===== config.mk =====
export PLATFORM = sky130hd
export DESIGN_NAME = sysint_master_regs
export DESIGN_NICKNAME = d
export VERILOG_FILES = /design/src/rtl/sysint_pkg.sv /design/src/rtl/sysint_src_track.sv /design/src/rtl/sysint_reg_core.sv /design/src/rtl/sysint_route.sv /design/src/rtl/sysint_rd_mux.sv /design/src/rtl/sysint_master_regs.sv
export SDC_FILE = /design/constraint.sdc
export NUM_CORES = 1
export LEC_CHECK = 0
export ABC_CLOCK_PERIOD_IN_PS = 4300
export BUFFER_PORTS_ARGS = -buffer_cell sky130_fd_sc_hd__buf_2
export CORE_ASPECT_RATIO = 1.5
export CORE_MARGIN = 2
export CORE_UTILIZATION = 45
export CTS_CLUSTER_SIZE = 16
export DETAILED_ROUTE_END_ITERATION = 8
export PLACE_DENSITY = 0.84
export SLEW_MARGIN = 15
export SYNTH_ARGS = -nofsm -noshare
export SYNTH_HDL_FRONTEND = slang
export SYNTH_SLANG_ARGS = --single-unit

===== constraint.sdc =====
create_clock -name clk -period 4.3 [get_ports clk]
set_input_delay 0.43 -clock clk [delete_from_list [all_inputs] [get_ports clk]]
set_output_delay 0.43 -clock clk [all_outputs]
set_load 0.005 [all_outputs]

===== src/rtl/sysint_pkg.sv =====
package sysint_pkg;

  localparam int DATA_W   = 32;
  localparam int IDX_W    = 3;
  localparam int MDIS_BIT = 31;

  // bits that software can never change in the disable register
  localparam logic [DATA_W-1:0] RSV_MASK = 32'h0FA2_007F;
  localparam logic [DATA_W-1:0] WR_MASK  = ~RSV_MASK;

  typedef enum logic [IDX_W-1:0] {
    IX_PEND = 3'd0,
    IX_DIS  = 3'd1,
    IX_ENA  = 3'd2,
    IX_DSET = 3'd3,
    IX_TGT  = 3'd4
  } reg_ix_e;

  typedef struct packed {
    logic              rd;
    logic              wr;
    logic [IDX_W-1:0]  ix;
    logic [DATA_W-1:0] data;
  } bus_op_t;

  // default level map: sources 0..3 unmapped, the rest cycle through 1..15
  function automatic logic [32*4-1:0] default_level_map();
    logic [32*4-1:0] m;
    m = '0;
    for (int j = 0; j < 32; j++) begin
      if (j >= 4) m[j*4 +: 4] = 4'((j - 4) % 15 + 1);
    end
    return m;
  endfunction

endpackage


===== src/rtl/sysint_src_track.sv =====
module sysint_src_track
  import sysint_pkg::*;
#(
  parameter int NSRC  = 32,
  parameter int LVL_W = 4,
  parameter int CPU_W = 4,
  parameter logic [NSRC*LVL_W-1:0] LVL_MAP = default_level_map()
) (
  input  logic                     clk,
  input  logic                     rst_n,
  input  logic [NSRC-1:0]          src_i,
  input  logic [CPU_W-1:0]         tgt_i,
  output logic [NSRC-1:0]          rise_o,
  output logic [NSRC-1:0]          fall_o,
  output logic [(1<<LVL_W)-1:0]    lvl_set_o,
  output logic [(1<<LVL_W)-1:0]    lvl_clr_o,
  output logic [CPU_W-1:0]         lvl_cpu_o
);

  localparam int NUM_LVL = 1 << LVL_W;

  logic [NSRC-1:0]    src_q;
  logic [NSRC-1:0]    mapped;
  logic [NUM_LVL-1:0] set_d, clr_d, set_q, clr_q;
  logic [CPU_W-1:0]   cpu_q;

  for (genvar j = 0; j < NSRC; j++) begin : g_map
    assign mapped[j] = |LVL_MAP[j*LVL_W +: LVL_W];
  end

  assign rise_o = src_i & ~src_q & mapped;
  assign fall_o = ~src_i & src_q & mapped;

  // next-state: translate source transitions into level events
  always_comb begin
    set_d = '0;
    clr_d = '0;
    for (int j = 0; j < NSRC; j++) begin
      if (rise_o[j]) set_d[LVL_MAP[j*LVL_W +: LVL_W]] = 1'b1;
      if (fall_o[j]) clr_d[LVL_MAP[j*LVL_W +: LVL_W]] = 1'b1;
    end
    clr_d = clr_d & ~set_d;
  end

  always_ff @(posedge clk or negedge rst_n) begin
    if (!rst_n) begin
      src_q <= '0;
      set_q <= '0;
      clr_q <= '0;
      cpu_q <= '0;
    end else begin
      src_q <= src_i;
      set_q <= set_d;
      clr_q <= clr_d;
      cpu_q <= tgt_i;
    end
  end

  assign lvl_set_o = set_q;
  assign lvl_clr_o = clr_q;
  assign lvl_cpu_o = cpu_q;

endmodule


===== src/rtl/sysint_reg_core.sv =====
module sysint_reg_core
  import sysint_pkg::*;
#(
  parameter int NSRC  = 32,
  parameter int CPU_W = 4
) (
  input  logic             clk,
  input  logic             rst_n,
  input  bus_op_t          op_i,
  input  logic [NSRC-1:0]  rise_i,
  input  logic [NSRC-1:0]  fall_i,
  output logic [NSRC-1:0]  pend_o,
  output logic [NSRC-1:0]  dis_o,
  output logic [CPU_W-1:0] tgt_o
);

  logic [NSRC-1:0]  pend_q, pend_d;
  logic [NSRC-1:0]  dis_q, dis_d;
  logic [CPU_W-1:0] tgt_q, tgt_d;
  logic             pend_en, dis_en, tgt_en;
  logic [NSRC-1:0]  wmask;

  assign wmask = op_i.data[NSRC-1:0] & WR_MASK[NSRC-1:0];

  always_comb begin
    pend_d  = (pend_q | rise_i) & ~fall_i;
    dis_d   = dis_q;
    tgt_d   = tgt_q;
    dis_en  = 1'b0;
    tgt_en  = 1'b0;
    if (op_i.wr) begin
      unique case (op_i.ix)
        IX_ENA: begin
          dis_d  = dis_q & ~wmask;
          dis_en = 1'b1;
        end
        IX_DSET: begin
          dis_d  = dis_q | wmask;
          dis_en = 1'b1;
          pend_d = pend_d & ~wmask;
        end
        IX_TGT: begin
          tgt_d  = op_i.data[CPU_W-1:0];
          tgt_en = 1'b1;
        end
        default: ;
      endcase
    end
    pend_en = (pend_d != pend_q);
  end

  always_ff @(posedge clk or negedge rst_n) begin
    if (!rst_n) begin
      pend_q <= '0;
      dis_q  <= RSV_MASK[NSRC-1:0];
      tgt_q  <= '0;
    end else begin
      if (pend_en) pend_q <= pend_d;
      if (dis_en)  dis_q  <= dis_d;
      if (tgt_en)  tgt_q  <= tgt_d;
    end
  end

  assign pend_o = pend_q;
  assign dis_o  = dis_q;
  assign tgt_o  = tgt_q;

endmodule


===== src/rtl/sysint_route.sv =====
module sysint_route
  import sysint_pkg::*;
#(
  parameter int NSRC  = 32,
  parameter int LVL_W = 4,
  parameter logic [NSRC*LVL_W-1:0] LVL_MAP = default_level_map()
) (
  input  logic [NSRC-1:0]       pend_i,
  input  logic [NSRC-1:0]       dis_i,
  output logic [NSRC-1:0]       route_o,
  output logic [(1<<LVL_W)-1:0] lvl_o
);

  localparam int NUM_LVL = 1 << LVL_W;

  assign route_o = dis_i[MDIS_BIT] ? '0 : (pend_i & ~dis_i);

  assign lvl_o[0] = 1'b0;
  for (genvar l = 1; l < NUM_LVL; l++) begin : g_lvl
    logic [NSRC-1:0] hit;
    for (genvar j = 0; j < NSRC; j++) begin : g_src
      assign hit[j] = route_o[j] && (LVL_MAP[j*LVL_W +: LVL_W] == LVL_W'(l));
    end
    assign lvl_o[l] = |hit;
  end

endmodule


===== src/rtl/sysint_rd_mux.sv =====
module sysint_rd_mux
  import sysint_pkg::*;
#(
  parameter int NSRC  = 32,
  parameter int CPU_W = 4
) (
  input  bus_op_t            op_i,
  input  logic [NSRC-1:0]    pend_i,
  input  logic [NSRC-1:0]    dis_i,
  input  logic [CPU_W-1:0]   tgt_i,
  output logic [DATA_W-1:0]  rdata_o
);

  logic [DATA_W-1:0] pend_w, dis_w;

  always_comb begin
    pend_w           = DATA_W'(pend_i);
    pend_w[MDIS_BIT] = 1'b0;
    dis_w            = DATA_W'(dis_i) & WR_MASK;
  end

  always_comb begin
    rdata_o = '0;
    if (op_i.rd) begin
      unique case (op_i.ix)
        IX_PEND: rdata_o = pend_w;
        IX_DIS:  rdata_o = dis_w;
        IX_TGT:  rdata_o = DATA_W'(tgt_i);
        default: rdata_o = '0;
      endcase
    end
  end

endmodule


===== src/rtl/sysint_master_regs.sv =====
module sysint_master_regs
  import sysint_pkg::*;
#(
  parameter int NSRC   = 32,
  parameter int LVL_W  = 4,
  parameter int CPU_W  = 4,
  parameter int ADDR_W = 5,
  parameter logic [NSRC*LVL_W-1:0] LVL_MAP = default_level_map()
) (
  input  logic                    clk,
  input  logic                    rst_n,
  input  logic [NSRC-1:0]         src_irq,
  input  logic                    bus_req,
  input  logic                    bus_wr,
  input  logic [ADDR_W-1:0]       bus_addr,
  input  logic [DATA_W-1:0]       bus_wdata,
  output logic [DATA_W-1:0]       bus_rdata,
  output logic [NSRC-1:0]         pend_o,
  output logic [NSRC-1:0]         dis_o,
  output logic [CPU_W-1:0]        tgt_o,
  output logic [NSRC-1:0]         route_vec,
  output logic [(1<<LVL_W)-1:0]   route_lvl,
  output logic [(1<<LVL_W)-1:0]   lvl_set,
  output logic [(1<<LVL_W)-1:0]   lvl_clr,
  output logic [CPU_W-1:0]        lvl_cpu
);

  logic [1:0]      rst_pipe;
  logic            rst_sync_n;
  bus_op_t         op;
  logic [NSRC-1:0] rise, fall;
  logic            unused_addr_lsb;

  // asynchronous assertion, synchronous release
  always_ff @(posedge clk or negedge rst_n) begin
    if (!rst_n) rst_pipe <= '0;
    else        rst_pipe <= {rst_pipe[0], 1'b1};
  end
  assign rst_sync_n = rst_pipe[1];

  always_comb begin
    op.rd   = bus_req & ~bus_wr;
    op.wr   = bus_req & bus_wr;
    op.ix   = bus_addr[ADDR_W-1:2];
    op.data = bus_wdata;
  end
  assign unused_addr_lsb = ^bus_addr[1:0];

  sysint_src_track #(
    .NSRC(NSRC), .LVL_W(LVL_W), .CPU_W(CPU_W), .LVL_MAP(LVL_MAP)
  ) u_src (
    .clk(clk), .rst_n(rst_sync_n), .src_i(src_irq), .tgt_i(tgt_o),
    .rise_o(rise), .fall_o(fall),
    .lvl_set_o(lvl_set), .lvl_clr_o(lvl_clr), .lvl_cpu_o(lvl_cpu)
  );

  sysint_reg_core #(.NSRC(NSRC), .CPU_W(CPU_W)) u_core (
    .clk(clk), .rst_n(rst_sync_n), .op_i(op), .rise_i(rise), .fall_i(fall),
    .pend_o(pend_o), .dis_o(dis_o), .tgt_o(tgt_o)
  );

  sysint_route #(.NSRC(NSRC), .LVL_W(LVL_W), .LVL_MAP(LVL_MAP)) u_route (
    .pend_i(pend_o), .dis_i(dis_o), .route_o(route_vec), .lvl_o(route_lvl)
  );

  sysint_rd_mux #(.NSRC(NSRC), .CPU_W(CPU_W)) u_rd (
    .op_i(op), .pend_i(pend_o), .dis_i(dis_o), .tgt_i(tgt_o), .rdata_o(bus_rdata)
  );

endmodule


==> results of run 1 <==
==> synthesized netlist by cell type (all sizes together) <==
cell type and count:
a211o 1, a21oi 15, a22o 18, a22oi 34
and2 15, and2b 1, and4b 2, buf 50
clkbuf 7, conb 2, dfrtp 114, inv 23
maj3 9, mux2 4, nand2 48, nand2b 20
nor2 21, nor2b 17, nor3 1, nor3b 18
o21ai 18, o2bb2ai 8, or2 5, or3b 1
==> stage by stage <==
stage	power (mW)	setup WS, ps
after CTS	3.21	1860
after global routing	3.32	1740
after global placement	1.75	1990
after floorplan	1.55	889
final	3.18	1870
after detailed placement	1.77	1950
==> per-layer routing <==
layer | vias to the layer above | GRT usage (%) | wire (um)
li1 | 1876 | - | -
met5 | - | 0 | 12
met4 | 2 | 10.9 | 396
met2 | 204 | 38.3 | 6680
met3 | 34 | 6.49 | 929
met1 | 1989 | 23.3 | 4630
==> critical path: stages (launching register included) <==
cell and delay, ps:
dfrtp_1 930, nor3b_1 210, or2_2 330, buf_2 130
==> path summary, 6_finish.rpt <==
| path | cells past startpoint | slack [ps] | startpoint | to |
|---|---|---|---|---|
| worst max-delay path | 3 | 1870 | flip-flop | route_lvl[4] |
| worst min-delay path | 1 | 160 | src_irq[31] | u_src.src_q[31] |
| worst max register to register | 1 | 2750 | rst_pipe[1] | u_core.pend_o[30] |
| worst min register to register | 0 | 370 | rst_pipe[0] | rst_pipe[1] |
| max in group asynchronous | 1 | 2750 | rst_pipe[1] | u_core.pend_o[30] |
| min in group asynchronous | 2 | 330 | rst_n | rst_pipe[0] |
==> layout make-up <==
class	instances	area share [%]
clock buffers	21	7.22
well taps	147	2.82
flip-flops and latches	114	43.8
multi-input cells	294	26.7
repair buffers	207	16.1
inverters	23	1.32
clock inverters	10	2.03
==> cells in the final DEF (no fill, tap or decap), types with 18 or more instances in the layout <==
master | Yosys | final
nand2_1 | 48 | 48
nand2b_1 | 20 | 20
conb_1 | 2 | 38
inv_1 | 23 | 23
buf_2 | 0 | 203
o21ai_0 | 18 | 18
dfrtp_1 | 114 | 113
a22o_1 | 18 | 18
nor2_1 | 20 | 20
a22oi_1 | 34 | 34
==> timing repair <==
| action | CTS | global route |
|---|---|---|
| endpoints found under the hold margin | 2 | 0 |
| endpoints found under the setup margin | 0 | 0 |
| hold buffers | 1 | 0 |
==> where the power goes <==
part           internal, mW  switching [mW]  total (mW)
clock network         0.948           0.481        1.43
logic                 0.232           0.210       0.441
registers              1.19           0.121        1.31
==> cell families after synthesis <==
kind of cell	count (synthesis)	share of synthesized area, %
muxes	4	0.907
buffers and inverters	80	10.2
other	2	0.151
AOI/OAI and AO/OA	94	13.2
and+or+nand+nor	149	16.3
DFF	114	57.4
adders and majority gates	9	1.81
==> out/qor.yml, run 1 <==
max_cap_viol_count: 0
cts_setup_buffers: 0
slew_violations: 0
tightest_slew_ps: 948
hold_path_class: "input port to flip-flop"
root_buffer: "clkbuf_16"
antenna_found_initial: 1
period_share_pct: 56.6
synth_seq_area_share_pct: 57.4
cts_made_buffers: 17
die_area_mm2: 0.0119
dpl_cell_area_mm2: 0.00591
fin_tns_setup_ps: 0
setup_violations: 0
viasPerCell: 5.03
status: "finished, final reports clean"
n_fill_cell: 887
vias: 4105
avgRoutedWirePerCell_um: 15.5
antenna_left: 0
cp-start-kind: "flip-flop"
power.leakage_nw: 3.40
cts_max_level: 4
slew_headroom_pct: 36.7
core-area_mm2: 0.0109
synth_cell_types: 29
fmax_ghz: 0.411
regArea_mm2: 0.00286
multi_input_area_mm2: 0.00174
fin_util_pct: 59.9
clkLatencyLatePin_ps: 400
grt_usage_pct: 21.6
portBuffers: 203
grt_start_max_net_pins: 74
syn_area_mm2: 0.00497
synthTopCellsByArea: "dfrtp_1, buf_4, a22oi_1, nand2_1, a22o_1"
ir_drop_uv: 320
required_ps: 3870
ctsResizeCount: 0
start_util_pct: 45.6
timing.hold.ws_ps: 158
drtIter0Drc: 196
p_per_area_mw_per_mm2: 488
rsz0062_at_grt: "false"
antenna-diode-count: 0
worstSetupPathType: "flip-flop to primary output"
cts.path.max_buffers: 2
drc: 0
nNetsFinal: 730
drive_gt1_share_pct: 36.9
syn_to_final_growth_pct: 31.3
hold_viol: 0
syn_area_per_cell_um2: 11.0
finalNonFillerCells: 816
synth.largest_area_cell: "dfrtp_1"
end_kind: "primary output"
synth_top_area_share_pct: 57.4
grt_pass1_wl_um: 20300
synth-seq-cells: 114
dpl.cell_count: 784
grt_pass1_vias: 4100
die_x_um: 89.8
synth_cells: 452
fp-row-count: 47
die_h_um: 133
dpl.hpwl_um: 9070
clock_skew_ps: 6.42
gp_congestion: 0.807
cts_tree: "yes"
drt-total-wl_um: 12700
cts.sinks: 114
grt_overflow_total: 0
path_clk_slew_ps: 50
drt-pass1-iter-count: 6
yosysWarningCount: 0
final_cell_area_mm2: 0.00652
io-pin-count: 257
cp_max_fo: 21
crit_arrival_ps: 2000
finalCriticalPeriod_ps: 2430
Note: power is estimated with default switching activity, not from simulation.
==> run 2, diff against run 1 <==
ABC_CLOCK_PERIOD_IN_PS = 2170   (was 4300)
CORE_UTILIZATION = 41   (was 45)
PLACE_DENSITY = 0.8   (was 0.84)
clock period = 2.17 ns   (was 4.3 ns; I/O delays follow)
==> run 2 against run 1 <==
Against the previous run: critical path depth grew 1; clock-buffer cell count shrank 1; register-to-register slack lost 1500 ps; worst hold slack lost 130 ps; global-route usage shrank 0.88 points; clock skew is essentially flat.
==> out/qor.yml, run 2 (synthesized netlist as in run 1, its figures left out) <==
status: "finished, final reports clean"
dpl.hpwl_um: 9330
cts_made_buffers: 17
die_h_um: 139
critPathMaxStageDelay_ps: 550
drc: 0
cts.sinks: 114
grt_usage_pct: 20.7
end_kind: "primary output"
core-area_mm2: 0.0119
die_area_mm2: 0.0130
power.leakage_nw: 3.58
worstSetupPathType: "flip-flop to primary output"
grt_pass1_vias: 4158
worstHoldStart: "bus_wdata[20]"
required_ps: 1950
period_share_pct: 91.0
io-pin-count: 257
viasPerCell: 4.89
n_fill_cell: 1029
hold_viol: 0
vias: 4180
drtIter0Drc: 145
setup_violations: 0
fp-row-count: 49
syn_to_final_growth_pct: 39.7
r2r-start: "u_src.src_q[31]"
root_buffer: "clkbuf_16"
timing.hold.ws_ps: 32.4
rsz0062_at_grt: "false"
r2r_slack_ps: 1210
portBuffers: 203
cts_tree: "yes"
fin_tns_setup_ps: 0
layout_common_cells: "buf_2, dfrtp_1, nand2_1"
drive_gt1_share_pct: 35.8
antenna_found_initial: 1
finalCriticalPeriod_ps: 1980
tightest_slew_ps: 736
die_x_um: 93.9
slew_headroom_pct: 50.9
clkLatencyLatePin_ps: 400
ir_drop_uv: 557
ctsResizeCount: 0
grt_overflow_total: 0
p_per_area_mw_per_mm2: 974
hold_path_class: "input port to flip-flop"
cp_cell_sequence: "buf_12, nor3b_1, or2_2, buf_2"
cts.path.max_buffers: 2
start_util_pct: 41.8
worstHoldEndpoint: "u_core.pend_o[20]"
clock_skew_ps: 6.00
drt-pass1-iter-count: 4
drt-total-wl_um: 13200
cp_max_fo: 13
gp_congestion: 0.780
path_clk_slew_ps: 60
fmax_ghz: 0.506
cts_max_level: 4
crit_arrival_ps: 1760
grt_start_max_net_pins: 113
antenna_left: 0
holdPathStages: 2
worstReg2RegEnd: "u_src.lvl_clr_o[13]"
cp_slowest_cell: "dfrtp_1"
avgRoutedWirePerCell_um: 15.5
reg2reg_depth: 3
slew_violations: 0
max_cap_viol_count: 0
final_common_cell: "buf_2"
nNetsFinal: 761
cp-start-kind: "flip-flop"
grt_pass1_wl_um: 21000
-- run 2: cell types whose count changed in the layout (fill, tap and decap cells not counted), sizes merged --
cell	before	now
clkbuf	21	20
diode	0	1
inv	23	24
dlygate4sd3	1	29
buf	206	209
bufinv	3	6
clkinvlp	3	1
-- run 2: how the worst max path moves through the flow --
stage,startpoint,slack [ps],to
after floorplan,rst_pipe[1],260,async pin
after global placement,bus_wr,540,bus_rdata[7]
after detailed placement,bus_wr,500,bus_rdata[20]
after CTS,flip-flop,170,route_lvl[9]
after global routing,flip-flop,100,route_lvl[11]
final,flip-flop,190,route_lvl[12]
-- run 2: final cells by class --
type / instances / area [um2] / area share (%)
Timing Repair Buffer: 238 / 1380 / 19.8
Antenna cell: 1 / 2.50 / 0.0361
Clock inverter: 12 / 228 / 3.28
Tap cell: 153 / 191 / 2.76
Inverter: 23 / 86.3 / 1.24
Clock buffer: 20 / 457 / 6.58
Multi-Input combinational cell: 294 / 1740 / 25.1
Sequential cell: 114 / 2860 / 41.2
-- run 2: metal layers --
layer	vias up	GRT usage [%]	wire length, um
met5	-	0	0
met4	0	7.93	189
met3	18	5.05	938
met2	201	36.8	7090
met1	2021	23.6	5020
li1	1940	-	-
-- run 2: worst max-delay path, delay by kind of cell, from the launching register on --
family	cells	cell delay, ps
flip-flops	1	550
AND/OR/NAND/NOR	2	470
buffers and inverters	2	340
-- run 2: what timing repair did --
| item | in CTS | in global routing |
|---|---|---|
| setup buffers | 0 | 0 |
| endpoints found under the setup margin | 0 | 0 |
| hold endpoints to repair | 32 | 0 |
| hold buffers | 29 | 0 |
-- run 2: where the power goes --
| part | total (mW) | switching (mW) | internal (mW) |
|---|---|---|---|
| Sequential | 2.56 | 0.201 | 2.36 |
| Clock | 3.21 | 0.990 | 2.22 |
| Combinational | 0.985 | 0.474 | 0.511 |
-- run 2: through the flow --
stage	instance area [um2]	total power, mW	worst slack [ps]	std cells	utilization, %
3_5_place_dp	5960	3.54	500	793	50.1
2_1_floorplan	5100	3.07	264	488	-
6_report	6940	6.76	194	855	58.3
5_1_grt	6940	7.07	98.6	854	58.3
4_1_cts	6940	6.83	171	854	58.3
3_3_place_gp	5960	3.50	538	793	50.1
